===== config.mk =====
export PLATFORM = sky130hd
export DESIGN_NAME = smb_cfg_slave
export DESIGN_NICKNAME = d
export VERILOG_FILES = /design/src/rtl/smb_pkg.sv /design/src/rtl/smb_sync.sv /design/src/rtl/smb_regfile.sv /design/src/rtl/smb_cfg_slave.sv
export SDC_FILE = /design/constraint.sdc
export NUM_CORES = 1
export LEC_CHECK = 0
export ABC_AREA = 1
export BUFFER_PORTS_ARGS = -buffer_cell sky130_fd_sc_hd__buf_2
export CAP_MARGIN = 20
export CORE_ASPECT_RATIO = 1.5
export CORE_UTILIZATION = 30
export DETAILED_ROUTE_END_ITERATION = 16
export GPL_ROUTABILITY_DRIVEN = 1
export GPL_TIMING_DRIVEN = 0
export HOLD_SLACK_MARGIN = 0.05
export PLACE_DENSITY = 0.51
export SYNTH_ARGS = -nofsm -noshare
export SYNTH_HDL_FRONTEND = slang
export SYNTH_SLANG_ARGS = --single-unit

===== constraint.sdc =====
create_clock -name clk_i -period 3.36 [get_ports clk_i]
set_input_delay 0.672 -clock clk_i [delete_from_list [all_inputs] [get_ports clk_i]]
set_output_delay 0.672 -clock clk_i [all_outputs]
set_load 0.05 [all_outputs]

===== src/rtl/smb_pkg.sv =====
package smb_pkg;
  typedef enum logic [2:0] {
    PH_IDLE, PH_ADDR, PH_CMD, PH_CNT, PH_WDATA, PH_RDATA, PH_IGNORE
  } smb_phase_e;
endpackage


===== src/rtl/smb_sync.sv =====
module smb_sync #(
  parameter int W = 2
) (
  input  logic         clk_i,
  input  logic         rst_ni,
  input  logic [W-1:0] in_i,
  output logic [W-1:0] lvl_o,
  output logic [W-1:0] rise_o,
  output logic [W-1:0] fall_o
);
  for (genvar g = 0; g < W; g++) begin : g_line
    logic s1_q, s2_q, s3_q;
    always_ff @(posedge clk_i or negedge rst_ni) begin
      if (!rst_ni) begin
        s1_q <= 1'b1;
        s2_q <= 1'b1;
        s3_q <= 1'b1;
      end else begin
        s1_q <= in_i[g];
        s2_q <= s1_q;
        s3_q <= s2_q;
      end
    end
    assign lvl_o[g]  = s2_q;
    assign rise_o[g] = s2_q & ~s3_q;
    assign fall_o[g] = ~s2_q & s3_q;
  end
endmodule


===== src/rtl/smb_regfile.sv =====
module smb_regfile #(
  parameter int         NUM_REGS = 32,
  parameter logic [7:0] RST_BYTE = 8'hFF,
  parameter int         OFF_W    = 7
) (
  input  logic                  clk_i,
  input  logic                  rst_ni,
  input  logic                  we_i,
  input  logic [OFF_W-1:0]      waddr_i,
  input  logic [7:0]            wdata_i,
  input  logic [OFF_W-1:0]      raddr_i,
  output logic [7:0]            rdata_o,
  output logic [NUM_REGS*8-1:0] regs_o
);
  logic [7:0] mem_q [NUM_REGS];

  for (genvar g = 0; g < NUM_REGS; g++) begin : g_reg
    always_ff @(posedge clk_i or negedge rst_ni) begin
      if (!rst_ni) mem_q[g] <= RST_BYTE;
      else if (we_i && (int'(waddr_i) == g)) mem_q[g] <= wdata_i;
    end
    assign regs_o[8*g +: 8] = mem_q[g];
  end

  // out-of-range reads return zero
  always_comb begin
    rdata_o = 8'h00;
    for (int i = 0; i < NUM_REGS; i++)
      if (int'(raddr_i) == i) rdata_o = mem_q[i];
  end


  regs_hold_chk: assert property (@(posedge clk_i) disable iff (!rst_ni)
    !we_i |=> $stable(regs_o));
endmodule


===== src/rtl/smb_cfg_slave.sv =====
module smb_cfg_slave
  import smb_pkg::*;
#(
  parameter int         NUM_REGS = 32,
  parameter logic [6:0] DEV_ADDR = 7'h69,
  parameter logic [7:0] RST_BYTE = 8'hFF
) (
  input  logic                  clk_i,
  input  logic                  rst_ni,
  input  logic                  scl_i,
  input  logic                  sda_i,
  output logic                  sda_oe_o,
  output logic [NUM_REGS*8-1:0] regs_o
);
  localparam int         OFF_W = 7;
  localparam logic [7:0] CNT_B = 8'(NUM_REGS);

  logic [1:0] lvl, rise, fall;
  logic       scl_rise, scl_fall, scl_lvl, sda_s, start, stop;

  smb_sync #(.W(2)) i_sync (
    .clk_i (clk_i), .rst_ni (rst_ni), .in_i ({sda_i, scl_i}),
    .lvl_o (lvl), .rise_o (rise), .fall_o (fall)
  );

  assign scl_lvl  = lvl[0];
  assign scl_rise = rise[0];
  assign scl_fall = fall[0];
  assign sda_s    = lvl[1];
  assign start    = scl_lvl & fall[1];
  assign stop     = scl_lvl & rise[1];

  smb_phase_e       phase_q, nxt_q;
  logic [3:0]       bit_cnt_q;
  logic [7:0]       shreg_q, tx_q;
  logic [OFF_W-1:0] off_q;
  logic             sda_oe_q, blk_q, cnt_pend_q, mack_q;
  logic             active, we, go_rd;
  logic [7:0]       rd_data, ld_byte;

  assign active  = (phase_q != PH_IDLE) && (phase_q != PH_IGNORE);
  assign we      = active && !start && !stop && scl_fall &&
                   bit_cnt_q == 4'd8 && phase_q == PH_WDATA;
  assign go_rd   = (phase_q == PH_RDATA) ? mack_q : (nxt_q == PH_RDATA);
  assign ld_byte = cnt_pend_q ? CNT_B : rd_data;

  smb_regfile #(.NUM_REGS(NUM_REGS), .RST_BYTE(RST_BYTE), .OFF_W(OFF_W)) i_regs (
    .clk_i (clk_i), .rst_ni (rst_ni), .we_i (we), .waddr_i (off_q),
    .wdata_i (shreg_q), .raddr_i (off_q), .rdata_o (rd_data), .regs_o (regs_o)
  );

  always_ff @(posedge clk_i or negedge rst_ni) begin
    if (!rst_ni) begin
      phase_q    <= PH_IDLE;
      nxt_q      <= PH_IDLE;
      bit_cnt_q  <= '0;
      shreg_q    <= '0;
      tx_q       <= '0;
      off_q      <= '0;
      sda_oe_q   <= 1'b0;
      blk_q      <= 1'b0;
      cnt_pend_q <= 1'b0;
      mack_q     <= 1'b0;
    end else if (start) begin
      phase_q   <= PH_ADDR;
      bit_cnt_q <= '0;
      sda_oe_q  <= 1'b0;
    end else if (stop) begin
      phase_q   <= PH_IDLE;
      bit_cnt_q <= '0;
      sda_oe_q  <= 1'b0;
    end else if (active) begin
      if (scl_rise) begin
        if (bit_cnt_q < 4'd8) begin
          shreg_q   <= {shreg_q[6:0], sda_s};
          bit_cnt_q <= bit_cnt_q + 4'd1;
        end else if (bit_cnt_q == 4'd9) begin
          mack_q <= ~sda_s;
        end
      end else if (scl_fall) begin
        if (bit_cnt_q == 4'd8) begin
          // end of a byte: enter the acknowledge slot
          bit_cnt_q <= 4'd9;
          sda_oe_q  <= 1'b0;
          unique case (phase_q)
            PH_ADDR: begin
              if (shreg_q[7:1] == DEV_ADDR) begin
                sda_oe_q <= 1'b1;
                if (shreg_q[0]) begin
                  nxt_q      <= PH_RDATA;
                  cnt_pend_q <= blk_q;
                end else begin
                  nxt_q <= PH_CMD;
                end
              end else begin
                phase_q <= PH_IGNORE;
              end
            end
            PH_CMD: begin
              sda_oe_q <= 1'b1;
              blk_q    <= ~shreg_q[7];
              off_q    <= shreg_q[7] ? shreg_q[6:0] : '0;
              nxt_q    <= shreg_q[7] ? PH_WDATA : PH_CNT;
            end
            PH_CNT: begin
              sda_oe_q <= 1'b1;
              nxt_q    <= PH_WDATA;
            end
            PH_WDATA: begin
              sda_oe_q <= 1'b1;
              off_q    <= off_q + 1'b1;
              nxt_q    <= PH_WDATA;
            end
            default: ;
          endcase
        end else if (bit_cnt_q == 4'd9) begin
          bit_cnt_q <= '0;
          if (go_rd) begin
            phase_q  <= PH_RDATA;
            tx_q     <= ld_byte;
            sda_oe_q <= ~ld_byte[7];
            if (cnt_pend_q) cnt_pend_q <= 1'b0;
            else            off_q      <= off_q + 1'b1;
          end else begin
            sda_oe_q <= 1'b0;
            phase_q  <= (phase_q == PH_RDATA) ? PH_IGNORE : nxt_q;
          end
        end else if (phase_q == PH_RDATA && bit_cnt_q != 4'd0) begin
          sda_oe_q <= ~tx_q[6];
          tx_q     <= {tx_q[6:0], 1'b0};
        end
      end
    end
  end

  assign sda_oe_o = sda_oe_q;


  idle_release_chk: assert property (@(posedge clk_i) disable iff (!rst_ni)
    (phase_q == PH_IDLE || phase_q == PH_IGNORE) |-> !sda_oe_o);


  sda_only_on_fall_chk: assert property (@(posedge clk_i) disable iff (!rst_ni)
    (!scl_fall && !start && !stop) |=> $stable(sda_oe_o));


  ack_slot_chk: assert property (@(posedge clk_i) disable iff (!rst_ni)
    (sda_oe_o && phase_q != PH_RDATA) |-> bit_cnt_q == 4'd9);


  bit_cnt_range_chk: assert property (@(posedge clk_i) disable iff (!rst_ni)
    bit_cnt_q <= 4'd9);
endmodule


==> summary.txt <==
CTS
  • Count of H-tree levels built during CTS: 2
  • Number of clock buffers inserted by TritonCTS: 34
  • Source-to-sink clock delay at the later pin of the worst-skew pair: 0.53 ns
  • Library cell used as clock root buffer: sky130_fd_sc_hd__clkbuf_16
  • Clock slew seen by the registers of the worst setup and hold paths: 0.06 ns
  • Count of clock tree sinks: 298
  • Number of buffers on the longest clock path: 3
  • Clock tree from TritonCTS: yes

Die
  • Initial core utilization: 0.3051
  • Die Span Y: 272.5 um
  • Floorplan die width: 182.3 um
  • Floorplan die area: 0.04967 sq mm
  • Floorplan row count: 98
  • Area of the core region: 0.04794 sq mm
  • Number of primary I/O pins: 261

Cells and area
  • Final core utilization: 0.3911
  • Commonest cells after routing, fill and taps aside: sky130_fd_sc_hd__nand2_1 (593), sky130_fd_sc_hd__o21ai_0 (297), sky130_fd_sc_hd__buf_2 (270), sky130_fd_sc_hd__dfstp_2 (262), sky130_fd_sc_hd__a21oi_1 (128)
  • Post-route cell area: 0.01875 sq mm
  • Leading cell type in the layout, fill and taps excluded: sky130_fd_sc_hd__nand2_1
  • Post-route insts no fill: 2,863
  • Layout cell share with drive strength beyond 1: 0.3534
  • Nets: 2,199
  • Layout overhead on the synthesized area: 28.18%
  • Antenna diode instance count: 0

Synth
  • Synth top area cells: sky130_fd_sc_hd__dfstp_2 (47%), sky130_fd_sc_hd__nand2_1 (17%), sky130_fd_sc_hd__o21ai_0 (10%)
  • Number of nets produced by synthesis: 1,861
  • Synthesized area: 0.01463 sq mm
  • Sequential element share of the synthesized area: 0.5322
  • Library cell with the largest summed area after synthesis: sky130_fd_sc_hd__dfstp_2
  • Count of different cell masters after synthesis: 44
  • Fraction of post-synthesis cell area in the top cell type by area: 0.4706
  • Yosys warning total: 0
  • Cells after Synth: 1,850
  • #FFs+latches synth: 298
  • Mean Syn Cell Area: 7.908 sq um

Place
  • Final estimated routing congestion in global placement: 0.9122
  • I/O Buffers: 260
  • Instance area at placement: 0.01682 sq mm
  • Detailed-placement wirelength estimate: 40,550 um
  • Cell Count Post-Placement: 2,764
  • Worst-case setup slack after placement: -0.7432 ns

Pwr
  • Overall Power: 7.873 mW
  • Max IR drop VDD: 0.0002563 V
  • Static leakage power: 8.474 nW
  • Power per cell area: 419.9 mW/mm^2

Timing
  • Tcrit/Tclk final: 1.114
  • Transition at the pin with the smallest max-transition slack: 0.8551 ns
  • Worst setup skew after layout: 0.01602 ns
  • Relative max-transition margin: 0.4299
  • Final Max Tran Viols: 0
  • Smallest setup slack after layout: -0.3824 ns
  • Clock period minus final worst setup slack: 3.742 ns
  • Finish-stage setup viols: 8
  • Setup tns final: -2.357 ns
  • Setup repair after global routing missed its margin: yes
  • Final hold violations: 0
  • Worst hold-check slack: 0.2371 ns
  • Achievable frequency: 0.2672 GHz

GRT
  • Largest net degree at the start of global routing: 118
  • Number of global-route vias before repair: 14.13k
  • Total congestion overflow: 0
  • Antenna violations before repair: 0
  • Global-route usage over all layers: 0.2199
  • First-pass GRT wire length: 83,660 um

Run status
  • Failing checks: negative setup slack
  • Status: complete, but fails checks

Worst setup path
  • Crit Path Max Fanout: 10
  • Cell mode on critical path: sky130_fd_sc_hd__nand2_1
  • Arrival time of data at the critical path endpoint: 4.20 ns
  • Startpoint-to-endpoint class of the critical path: reg2reg
  • Crit end category: flip-flop
  • Required time of the worst setup path: 3.81 ns
  • Startpoint types: flip-flop
  • Max incr delay on CP: 0.42 ns
  • Cell with the largest stage delay on the worst path: sky130_fd_sc_hd__dfrtp_1

Drt
  • Count of unresolved DRC violations after routing: 0
  • Post-detailed-route via-to-cell ratio: 4.805
  • Total wire length: 54,310 um
  • Detailed Route Iter0 Violations: 691
  • Initial DRT Pass Iterations: 5
  • Antenna-violating nets left: 0
  • Routed wirelength normalized by instance count: 18.97 um
  • Via count: 13.76k

Min path
  • Worst Hold Class: in2async

Flow run
  • Max capacitance violation total: 0
-- area by class of cell --
class	instances	area, sq um
inverters	138	530.5
clock buffers	50	1015
repair buffers	302	1710
flip-flops and latches	298	7790
plain buffers	89	386.6
clock inverters	11	161.4
multi-input cells	1325	6345
fillers	4988	29190
well taps	650	813.3
-- worst paths after layout --
path	startpoint	slack, ns	endpoint	cells after the start
worst max-delay path	off_q[0]	-0.38	tx_q[3]	34
worst min-delay path	rst_ni	0.24	shreg_q[2]	1
worst max register to register	off_q[0]	-0.38	tx_q[3]	34
worst min register to register	i_sync.g_line[0].s1_q	0.36	i_sync.g_line[0].s2_q	0
max in group asynchronous	rst_ni	2.07	tx_q[0]	2
min in group clk_i	sda_i	0.25	i_sync.g_line[1].s1_q	1
-- power by group --
part           internal (mW)  switching [mW]  total (mW)
clock                   2.41            1.53        3.94
combinational         0.0328           0.265       0.297
sequential              3.62          0.0153        3.64
total                   6.06            1.81        7.87
-- worst max-delay path, delay by kind of cell (launching register included) --
family | cells | cell delay [ns]
AOI/OAI and AO/OA | 6 | 0.66
adders and majority gates | 1 | 0.16
buffers and inverters | 3 | 0.46
DFF | 1 | 0.42
and+or+nand+nor | 24 | 1.94
-- metal layers --
layer / global-route usage / wire length, um / up-vias
met5: 0 / 0 / -
met4: 0.1024 / 2465 / 0
met3: 0.02781 / 2433 / 119
met2: 0.4014 / 27980 / 424
met1: 0.2533 / 21430 / 6561
li1: - / - / 6652
-- registers in the layout (all words and copies together) (netlist names) --
register,cells
i_sync.g_line.s3_q,2
off_q,7
i_sync.g_line.s2_q,2
mack_q,1
i_sync.g_line.s1_q,2
bit_cnt_q,4
sda_oe_o,1
tx_q,7
nxt_q,3
cnt_pend_q,1
i_regs.regs_o,256
phase_q,3
shreg_q,8
blk_q,1
-- cell usage after synthesis (all sizes together) --
master	count
nor2	111
dfrtp	36
or2	18
a21oi	134
o21a	2
inv	136
o211a	1
and2	1
o32ai	1
o2111ai	1
o31ai	1
a31oi	2
nand2	654
nor3	24
a41oi	1
buf	16
dfstp	262
clkbuf	74
nand3	31
a221oi	2
nand4	3
nand3b	1
nor4	3
ha	7
o21ai	308
o211ai	6
xor2	4
o221a	1
clkinv	2
a21boi	2
o22ai	5
-- logic make-up (layout without fill, tap and decap cells) --
logic type,Yosys count,count (layout),synth area share
xor gates and xnor gates,4,4,0.002395
and+or+nand+nor,846,847,0.2335
buffers and inverters,228,590,0.06115
DFF,298,298,0.5322
AOI/OAI and AO/OA,467,467,0.1648
adders and majority gates,7,7,0.005987
-- repair_timing --
item                       CTS  global route
resized for setup           87            47
hold endpoints to repair     0             0
gates cloned                 2             0
pin swaps                   48            54
buffers inserted            33             4
setup endpoints to repair  248           271
hold buffers                 0             0
Note: power is estimated with default switching activity, not from simulation.
